==> config.mk <==
export PLATFORM = sky130hd
export DESIGN_NAME = vfd_top
export DESIGN_NICKNAME = d
export VERILOG_FILES = /design/src/rtl/vfd_pkg.sv /design/src/rtl/vfd_field_decode.sv /design/src/rtl/vfd_ctrl.sv /design/src/rtl/vfd_datapath.sv /design/src/rtl/vfd_top.sv
export SDC_FILE = /design/constraint.sdc
export NUM_CORES = 1
export LEC_CHECK = 0
export CAP_MARGIN = 20
export CELL_PAD_IN_SITES_DETAIL_PLACEMENT = 1
export CELL_PAD_IN_SITES_GLOBAL_PLACEMENT = 2
export CORE_MARGIN = 2
export CORE_UTILIZATION = 33
export CTS_CLUSTER_DIAMETER = 120
export DETAILED_ROUTE_END_ITERATION = 10
export PLACE_DENSITY = 0.87
export SLEW_MARGIN = 20
export SYNTH_ARGS = -nofsm -noshare
export SYNTH_HDL_FRONTEND = slang
export SYNTH_SLANG_ARGS = --single-unit
export TNS_END_PERCENT = 20
==> constraint.sdc <==
create_clock -name clk -period 6.59 [get_ports clk]
set_input_delay 0.659 -clock clk [delete_from_list [all_inputs] [get_ports clk]]
set_output_delay 0.659 -clock clk [all_outputs]
set_load 0.02 [all_outputs]
==> src/rtl/vfd_pkg.sv <==
package vfd_pkg;
  parameter int WORD_W = 16;
  parameter int OP0_W  = 4;
  parameter int FLD_W  = 3;
  localparam int SHIFT_W = FLD_W;

  typedef enum logic [1:0] {
    CLS_ALU     = 2'd0,
    CLS_JUMP    = 2'd1,
    CLS_SPECIAL = 2'd2,
    CLS_STACK   = 2'd3
  } instClass_t;

  typedef enum logic [3:0] {
    MODE_NONE    = 4'd0,
    MODE_BPOFF   = 4'd1,
    MODE_IMM6    = 4'd2,
    MODE_LIST    = 4'd3,
    MODE_INDIR   = 4'd4,
    MODE_REG     = 4'd5,
    MODE_IMM16   = 4'd6,
    MODE_FROMABS = 4'd7,
    MODE_TOABS   = 4'd8,
    MODE_ASR     = 4'd9,
    MODE_LSL     = 4'd10,
    MODE_LSR     = 4'd11,
    MODE_ROL     = 4'd12,
    MODE_ROR     = 4'd13,
    MODE_ABS6    = 4'd14
  } addrMode_t;

  typedef struct packed {
    logic loadFirst;
    logic useSaved;
    logic emit;
  } ctrlStrobe_t;

  typedef struct packed {
    logic [OP0_W-1:0]   op0;
    logic [FLD_W-1:0]   regA;
    logic [FLD_W-1:0]   op1;
    logic [FLD_W-1:0]   opn;
    logic [FLD_W-1:0]   regB;
    instClass_t         cls;
    addrMode_t          mode;
    logic [SHIFT_W-1:0] shiftAmt;
    logic               needsExt;
  } fieldInfo_t;
endpackage

==> src/rtl/vfd_field_decode.sv <==
module vfd_field_decode
  import vfd_pkg::*;
(
  input  logic [WORD_W-1:0] word,
  output fieldInfo_t        info
);
  localparam logic [OP0_W-1:0] SPECIAL_OP = '1;
  localparam logic [FLD_W-1:0] PC_REG     = '1;

  logic isShift;

  always_comb begin
    info.op0  = word[WORD_W-1 -: OP0_W];
    info.regA = word[WORD_W-OP0_W-1 -: FLD_W];
    info.op1  = word[3*FLD_W-1 -: FLD_W];
    info.opn  = word[2*FLD_W-1 -: FLD_W];
    info.regB = word[FLD_W-1:0];

    if (info.op0 == SPECIAL_OP)      info.cls = CLS_SPECIAL;
    else if (info.regA == PC_REG)    info.cls = CLS_JUMP;
    else if (info.op1 == 3'd2)       info.cls = CLS_STACK;
    else                             info.cls = CLS_ALU;

    info.mode = MODE_NONE;
    if (info.cls == CLS_ALU || info.cls == CLS_STACK) begin
      case (info.op1)
        3'd0: info.mode = MODE_BPOFF;
        3'd1: info.mode = MODE_IMM6;
        3'd2: info.mode = MODE_LIST;
        3'd3: info.mode = MODE_INDIR;
        3'd4: begin
          case (info.opn)
            3'd0:    info.mode = MODE_REG;
            3'd1:    info.mode = MODE_IMM16;
            3'd2:    info.mode = MODE_FROMABS;
            3'd3:    info.mode = MODE_TOABS;
            default: info.mode = MODE_ASR;
          endcase
        end
        3'd5: info.mode = info.opn[FLD_W-1] ? MODE_LSR : MODE_LSL;
        3'd6: info.mode = info.opn[FLD_W-1] ? MODE_ROR : MODE_ROL;
        default: info.mode = MODE_ABS6;
      endcase
    end

    isShift = (info.mode == MODE_ASR) || (info.mode == MODE_LSL) ||
              (info.mode == MODE_LSR) || (info.mode == MODE_ROL) ||
              (info.mode == MODE_ROR);
    info.shiftAmt = isShift ? ({1'b0, info.opn[1:0]} + SHIFT_W'(1)) : '0;

    info.needsExt = (info.mode == MODE_IMM16) || (info.mode == MODE_FROMABS) ||
                    (info.mode == MODE_TOABS) ||
                    (info.cls == CLS_SPECIAL && (info.op1 == 3'd1 || info.op1 == 3'd2));
  end
endmodule

==> src/rtl/vfd_ctrl.sv <==
module vfd_ctrl
  import vfd_pkg::*;
(
  input  logic        clk,
  input  logic        rst,
  input  logic        wordValid,
  input  logic        needsExt,
  output ctrlStrobe_t strobe
);
  typedef enum logic {WAIT_FIRST, WAIT_SECOND} seqState_t;
  seqState_t state;

  always_comb begin
    strobe.loadFirst = (state == WAIT_FIRST) && wordValid;
    strobe.useSaved  = (state == WAIT_SECOND);
    strobe.emit      = wordValid && ((state == WAIT_SECOND) || !needsExt);
  end

  always_ff @(posedge clk) begin
    if (rst) begin
      state <= WAIT_FIRST;
    end else if (wordValid) begin
      state <= (state == WAIT_FIRST && needsExt) ? WAIT_SECOND : WAIT_FIRST;
    end
  end
endmodule

==> src/rtl/vfd_datapath.sv <==
module vfd_datapath
  import vfd_pkg::*;
(
  input  logic              clk,
  input  logic              rst,
  input  logic [WORD_W-1:0] wordIn,
  input  ctrlStrobe_t       strobe,
  output logic              needsExt,
  output fieldInfo_t        outInfo,
  output logic [WORD_W-1:0] outImm,
  output logic              outHasExt,
  output logic              outValid
);
  logic [WORD_W-1:0] savedWord;
  logic [WORD_W-1:0] srcWord;
  fieldInfo_t        info;

  assign srcWord  = strobe.useSaved ? savedWord : wordIn;
  assign needsExt = info.needsExt;

  vfd_field_decode u_dec (
    .word (srcWord),
    .info (info)
  );

  always_ff @(posedge clk) begin
    if (rst) begin
      savedWord <= '0;
      outInfo   <= '0;
      outImm    <= '0;
      outHasExt <= 1'b0;
      outValid  <= 1'b0;
    end else begin
      outValid <= strobe.emit;
      if (strobe.loadFirst) savedWord <= wordIn;
      if (strobe.emit) begin
        outInfo   <= info;
        outImm    <= strobe.useSaved ? wordIn : '0;
        outHasExt <= strobe.useSaved;
      end
    end
  end
endmodule

==> src/rtl/vfd_top.sv <==
module vfd_top
  import vfd_pkg::*;
(
  input  logic              clk,
  input  logic              rst,
  input  logic              wordValid,
  input  logic [WORD_W-1:0] wordIn,
  output logic              decValid,
  output logic [OP0_W-1:0]  decOp0,
  output logic [FLD_W-1:0]  decRegA,
  output logic [FLD_W-1:0]  decOp1,
  output logic [FLD_W-1:0]  decOpn,
  output logic [FLD_W-1:0]  decRegB,
  output logic [1:0]        decClass,
  output logic [3:0]        decMode,
  output logic [SHIFT_W-1:0] decShift,
  output logic              decExt,
  output logic [WORD_W-1:0] decImm
);
  ctrlStrobe_t strobe;
  fieldInfo_t  outInfo;
  logic        needsExt;

  vfd_ctrl u_ctrl (
    .clk       (clk),
    .rst       (rst),
    .wordValid (wordValid),
    .needsExt  (needsExt),
    .strobe    (strobe)
  );

  vfd_datapath u_dp (
    .clk       (clk),
    .rst       (rst),
    .wordIn    (wordIn),
    .strobe    (strobe),
    .needsExt  (needsExt),
    .outInfo   (outInfo),
    .outImm    (decImm),
    .outHasExt (decExt),
    .outValid  (decValid)
  );

  assign decOp0   = outInfo.op0;
  assign decRegA  = outInfo.regA;
  assign decOp1   = outInfo.op1;
  assign decOpn   = outInfo.opn;
  assign decRegB  = outInfo.regB;
  assign decClass = outInfo.cls;
  assign decMode  = outInfo.mode;
  assign decShift = outInfo.shiftAmt;
endmodule

==> results of run 1 <==
-- worst max-delay path, cell delays in order (launching register included) --
cell and delay [ps]:
dfxtp_1 750, buf_4 370, mux2_2 440, nor3_1 300, o21ai_0 160, ha_1 440, a211oi_2 340, nand4bb_4 210
a41oi_4 510, buf_4 400, a22o_1 200
-- sequential cells by signal, indices dropped and copies added, names as in the netlist --
register and cells:
u_dp.outImm 16, u_dp.outInfo 25, u_dp.savedWord 16, u_dp.outValid 1, u_ctrl.state 1, u_dp.outHasExt 1
-- cell usage in the layout (no fill, tap or decap), drive strengths merged, types with 3 or more instances in the layout --
master / n
clkdlybuf4s50: 61
buf: 4
o2bb2ai: 20
mux2i: 14
o21ai: 4
a31oi: 3
inv: 5
nor2b: 4
a2bb2o: 3
a21oi: 20
mux2: 3
nor2: 4
ha: 5
a22o: 18
dfxtp: 60
clkbuf: 12
nand2: 40
nand3: 3
-- worst max-delay path by stage --
stage	endpoint	depth (start not counted)
6_report	u_dp.outInfo[2]$_SDFFE_PP0P_	10
4_1_cts	u_dp.outInfo[1]$_SDFFE_PP0P_	10
3_3_place_gp	u_dp.outInfo[2]$_SDFFE_PP0P_	10
2_1_floorplan	u_dp.outInfo[13]$_SDFFE_PP0P_	9
5_1_grt	u_dp.outInfo[2]$_SDFFE_PP0P_	10
3_5_place_dp	u_dp.outInfo[1]$_SDFFE_PP0P_	10
-- cell type report --
cell class | instances | area (um^2) | share of cell area
clock buffer | 12 | 165.2 | 0.04752
clock inverter | 4 | 70.07 | 0.02016
inverter | 5 | 18.77 | 0.005400
multi-input combinational | 164 | 1252 | 0.3603
sequential | 60 | 1201 | 0.3456
tap | 102 | 127.6 | 0.03672
timing repair buffer | 65 | 640.6 | 0.1843
-- routing by layer --
metal,GRT usage,vias up
li1,-,1021
met2,0.2713,53
met3,0.05696,2
met1,0.2068,1031
met4,0.04851,0
met5,0,-
-- logic make-up after synthesis --
group	synth area share
XOR/XNOR	0.003392
multiplexers	0.07510
adder cells (fa/ha/maj)	0.02422
flip-flops	0.4651
buffers and inverters	0.04990
AO/OA/AOI/OAI	0.2626
AND/OR/NAND/NOR	0.1197
-- power by group through the flow --
stage / registers (mW) / logic, mW / clock network [mW]
finish: 0.402 / 0.179 / 0.381
global route: 0.406 / 0.194 / 0.407
CTS: 0.403 / 0.181 / 0.390
detailed placement: 0.410 / 0.180 / 0
global placement: 0.410 / 0.176 / 0
floorplan: 0.426 / 0.0974 / 0
==> impl_results.md, run 1 <==
- Status: finished clean
- Vias in the first global route: 2,236
- Routability Congestion: 0.7667
- Post-synth top area share: 0.4651
- FF-to-FF setup slack: 2380 ps
- # DRC: 0
- Root Driver: clkbuf_8
- Worst R2R End: u_dp.outInfo[2]$_SDFFE_PP0P_
- Antenna viol nets, final: 0
- Top post-synthesis cells by count: 60 x dfxtp_1, 39 x nand2_1, 20 x a21oi_1, 20 x o2bb2ai_1, 18 x a22o_1
- IO buf count: 61
- Clock transition at the registers of the reported paths: 60 ps
- Post-route cell area: 3476 um^2
- Avg Inst Size Synth: 10.54 um^2
- CP endpoint kind: flop
- Post-place instance area: 3241 um^2
- Core Region: 7647 um^2
- Crit path max fanout: 27
- Sw Pwr: 0.2527 mW
- Met1 WL: 3.166 mm
- Worst hold start: u_dp.savedWord[0]$_SDFFE_PP0P_
- Initial DRC count: 45
- WS Path Type: flop to flop
- P_leak: 1.264 nW
- Num rows: 32
- CP required: 6870 ps
- Clock power frac: 0.396
- # hold bufs at CTS: 0
- Clk_skew: 4.472 ps
- Mapped Cells: 245
- Met2 Wirelength: 3.161 mm
- # fillers: 862
- Distinct cells, synth: 43
- Initial antenna violation count: 0
- Non-Filler Instances: 412
- Overall Power: 0.9626 mW
- CTS buffer count: 9
- Post-synth top area cell: dfxtp_1
- First-pass GRT wire length: 11.15 mm
- Main synth FF type: dfxtp_1
- Clock buffer depth: 2
- Fmax: 0.2375 GHz
- Metal3 WL: 306 um
- Most common cell in the netlist: dfxtp_1
- Post-synth net total: 269
- Seq/Total Area, Yosys: 0.4651
- Headroom to the max-slew limit: 0.4978
- GR Overflow Total: 0
- Switching share of power: 0.2625
- R2r worst-path depth: 10
- ANT cells: 0
- Worst Hold End: u_dp.savedWord[0]$_SDFFE_PP0P_
- Die width: 92.46 um
- Synth warnings: 0
- Endpoints failing hold: 0
- WP data arrival: 4490 ps
- Post-route minimum period: 4210 ps
- # Post-CTS Setup Buffers: 0
- Slew Limit Fails: 0
- Slew @ Worst Pin: 750.9 ps
- CTS tree: yes
- CP Launch Type: flop
- Post-DP HPWL: 4.683 mm
- Setup_tns: 0 ps
- Largest net degree at the start of global routing: 28
- Layout cells sized above 1: 0.1194
- Reg power frac: 0.418
- Synth Register Bits: 60
- EDFF count, synth: 0
- Max Cap Violations: 0
- CTS resizes: 0
- Worst VDD drop: 0.1104 mV
- Setup WS pre-CTS: 2423 ps
- Total wire length: 6.675 mm
- Layout area overhead: 34.59%
- FFs w/ async S/R, synth: 0
- Hold Crit Class: flop to flop
- Fin Hold WS: 461.9 ps
- Hold Crit Depth: 2
- Die H: 92.46 um
- Total I/O pin count: 62
- Setup violations, final: 0
- RR Startpoint: u_ctrl.state$_SDFFE_PP0P_
- First drt pass iteration count: 4
- Die area: 8549 um^2
- Comb power frac: 0.186
- H-tree levels: 3
- TritonCTS Sinks: 60
- GRT Resource Usage Total: 0.1659
- Worst-Skew Late Latency: 330 ps
- Internal: 0.7099 mW
- Crit path from: u_ctrl.state$_SDFFE_PP0P_
- Wire per inst: 16.20 um
- Power density cells: 276.9 nW/um^2
- Nets@finish: 329
- Initial Util: 0.3377
- Vias post-DR: 2,107
- Fin worst setup slack: 2380 ps
- DR top layer: met4
- RSZ-0062 raised after global routing: false
- Final worst path period share: 0.6388
- Placed Cells: 396
- Cell area after synthesis: 2582 um^2
- Synth top area cells: dfxtp_1 47%, o2bb2ai_1 6.8%, a22o_1 6.1%, nand2_1 5.7%, mux2i_1 4.3%
- Final core utilization: 0.4545
- Via density: 5.114
Note: power is estimated with default switching activity, not from simulation.
==> inputs of run 2 (changes only) <==
--- a/config.mk
+++ b/config.mk
@@ -9,10 +9,10 @@
 export CELL_PAD_IN_SITES_DETAIL_PLACEMENT = 1
 export CELL_PAD_IN_SITES_GLOBAL_PLACEMENT = 2
 export CORE_MARGIN = 2
-export CORE_UTILIZATION = 33
+export CORE_UTILIZATION = 28
 export CTS_CLUSTER_DIAMETER = 120
 export DETAILED_ROUTE_END_ITERATION = 10
-export PLACE_DENSITY = 0.87
+export PLACE_DENSITY = 0.79
 export SLEW_MARGIN = 20
 export SYNTH_ARGS = -nofsm -noshare
 export SYNTH_HDL_FRONTEND = slang
==> constraint.sdc (replaced) <==
create_clock -name clk -period 3.7 [get_ports clk]
set_input_delay 0.37 -clock clk [delete_from_list [all_inputs] [get_ports clk]]
set_output_delay 0.37 -clock clk [all_outputs]
set_load 0.02 [all_outputs]
==> run 2 against run 1 <==
- setup slack lost 2000 ps
- hold slack lost 6.1 ps
- sequential cell count is the same
- critical path depth grew 1
- total power grew 62%
- global-route usage shrank 2.1 points
- clock power grew 36%
- non-clock buffer count grew 8
- clock-buffer cell count grew 1
- combinational power grew 85%
- via count shrank 0.38%
- die area grew 17%
==> impl_results.md, run 2 (synthesis results as in run 1) <==
- Overall Power: 1.562 mW (+62%)
- Slew @ Worst Pin: 681.0 ps (-69.89 ps)
- Biggest register: u_dp.outInfo
- IO buf count: 61 (unchanged)
- Clock buffer depth: 2 (unchanged)
- Hold Crit Class: flop to flop
- CTS buffer count: 9 (unchanged)
- # Post-CTS Setup Buffers: 0 (unchanged)
- Setup_tns: 0 ps (unchanged)
- H-tree levels: 3 (unchanged)
- Vias in the first global route: 2,174 (-2.8%)
- Crit path max fanout: 19 (-30%)
- Worst VDD drop: 0.1668 mV (+51%)
- Slew Limit Fails: 0 (unchanged)
- First-pass GRT wire length: 11.23 mm (+0.74%)
- GRT Resource Usage Total: 0.1444 (-0.02145)
- Wire per inst: 15.81 um (-2.4%)
- TritonCTS Sinks: 60 (unchanged)
- Placed Cells: 413 (+4.3%)
- CP Launch Type: flop
- Num rows: 35 (+9.4%)
- CTS resizes: 0 (unchanged)
- Hold Crit Depth: 2 (unchanged)
- Endpoints failing hold: 0 (unchanged)
- Max Cap Violations: 0 (unchanged)
- Vias post-DR: 2,099 (-0.38%)
- Die area: 10,010 um^2 (+17%)
- Status: finished clean
- Routability Congestion: 0.7934 (+3.5%)
- Total wire length: 6.766 mm (+1.4%)
- Max stage delay on crit path: 460 ps (-290 ps)
- Headroom to the max-slew limit: 0.5460 (+0.04816)
- Slowest CP cell: a31oi_4
- Setup violations, final: 0 (unchanged)
- Nets@finish: 337 (+2.4%)
- Antenna viol nets, final: 0 (unchanged)
- # fillers: 1,035 (+20%)
- Initial DRC count: 51 (+13%)
- Fmax: 0.3044 GHz (+28%)
- Worst-Skew Late Latency: 330 ps (about the same)
- Total I/O pin count: 62 (unchanged)
- Post-DP HPWL: 4.933 mm (+5.3%)
- Die H: 100.0 um (+8.2%)
- Initial Util: 0.2835 (-0.05418)
- First drt pass iteration count: 4 (unchanged)
- WS Path Type: flop to flop
- Non-Filler Instances: 428 (+3.9%)
- ANT cells: 0 (unchanged)
- Post-route minimum period: 3285 ps (-924.6 ps)
- # hold bufs at CTS: 0 (unchanged)
- Most common cell on crit path: buf_4
- Power density cells: 448.7 nW/um^2 (+62%)
- # DRC: 0 (unchanged)
- RSZ-0062 raised after global routing: false
- Most frequent cells in the layout: 61 x clkdlybuf4s50_1, 60 x dfxtp_1, 39 x nand2_1
- GR Overflow Total: 0 (unchanged)
- Layout cells sized above 1: 0.1325 (+0.01314)
- CTS tree: yes
- Largest net degree at the start of global routing: 23 (-18%)
- Final worst path period share: 0.8879 (+0.2491)
- WP data arrival: 3500 ps (-990 ps)
- Clk_skew: 6.668 ps (+2.196 ps)
- Initial antenna violation count: 0 (unchanged)
- R2r worst-path depth: 11 (+1)
- CP required: 3920 ps (-2950 ps)
- CP endpoint kind: flop
- Root Driver: clkbuf_8
- Biggest regs: u_dp.outInfo (25), u_dp.outImm (16), u_dp.savedWord (16)
- P_leak: 1.269 nW (+0.41%)
- Layout area overhead: 34.79%
- Commonest non-fill, non-tap cell in the layout: clkdlybuf4s50_1
- Via density: 4.904 (-4.1%)
- Max reg flops: 25 (unchanged)
- Core Region: 9109 um^2 (+19%)
- Die width: 100.0 um (+8.2%)
- Crit path cell chain: buf_4 > nor2b_1 > a32oi_1 > nor2_1 > o21ai_0 > ha_1 > a211oi_2 > nand4bb_4 > a31oi_4 > buf_4 > o2bb2ai_1
- Clock transition at the registers of the reported paths: 70 ps (about the same)
==> run 2: cell count changes in the layout (fill, tap and decap cells not counted) <==
cell	before	now
buf_4	4	12
bufinv_16	2	0
clkbuf_1	0	2
clkbuf_8	12	11
==> run 2: power by group <==
part | total (mW) | leakage [nW] | internal [mW] | switching, mW
clock network | 0.517 | 0.0893 | 0.274 | 0.242
logic | 0.331 | 0.689 | 0.152 | 0.178
registers | 0.714 | 0.490 | 0.688 | 0.0261
==> run 2: area by class of cell <==
type                            instances  area [um^2]  area share
Multi-Input combinational cell        164         1252      0.3598
Sequential cell                        60         1201      0.3451
Timing Repair Buffer                   73        700.7      0.2013
Clock buffer                           13        158.9     0.04565
Tap cell                              111        138.9     0.03990
Inverter                                5        18.77    0.005392
Clock inverter                          2        10.01    0.002876
==> run 2: final timing paths <==
kind	startpoint	endpoint	slack, ps
setup / recovery	u_ctrl.state$_SDFFE_PP0P_	u_dp.outInfo[9]$_SDFFE_PP0P_	410
hold / removal	u_dp.savedWord[1]$_SDFFE_PP0P_	u_dp.savedWord[1]$_SDFFE_PP0P_	460
setup reg to reg	u_ctrl.state$_SDFFE_PP0P_	u_dp.outInfo[9]$_SDFFE_PP0P_	410
hold reg to reg	u_dp.savedWord[1]$_SDFFE_PP0P_	u_dp.savedWord[1]$_SDFFE_PP0P_	460
==> run 2: worst max-delay path, delay by kind of cell, from the launching register on <==
family / cells / cell delay [ps]
compound gates: 5 / 1460
fa+ha+maj: 1 / 370
buf+inv: 2 / 560
flops: 1 / 400
simple gates: 3 / 380
==> run 2: metrics by stage <==
stage	worst slack, ps	hold WS (ps)	area [um^2]	utilization
finish	414.7	455.8	3481	0.3821
CTS	430.6	460.0	3481	0.3821
global route	199.6	481.0	3481	0.3821
detailed placement	156.7	450.3	3312	0.3636
floorplan	971.3	436.0	2582	-
global placement	246.8	441.8	3312	0.3636
==> run 2: metal layers <==
metal | global-route usage | wire length (um) | part of all wire | up-vias
met3 | 0.03552 | 258 | 0.038 | 9
li1 | - | - | - | 1034
met4 | 0.06006 | 114 | 0.017 | 0
met5 | 0 | 0 | 0 | -
met1 | 0.1879 | 3183 | 0.47 | 1014
met2 | 0.2297 | 3209 | 0.47 | 42
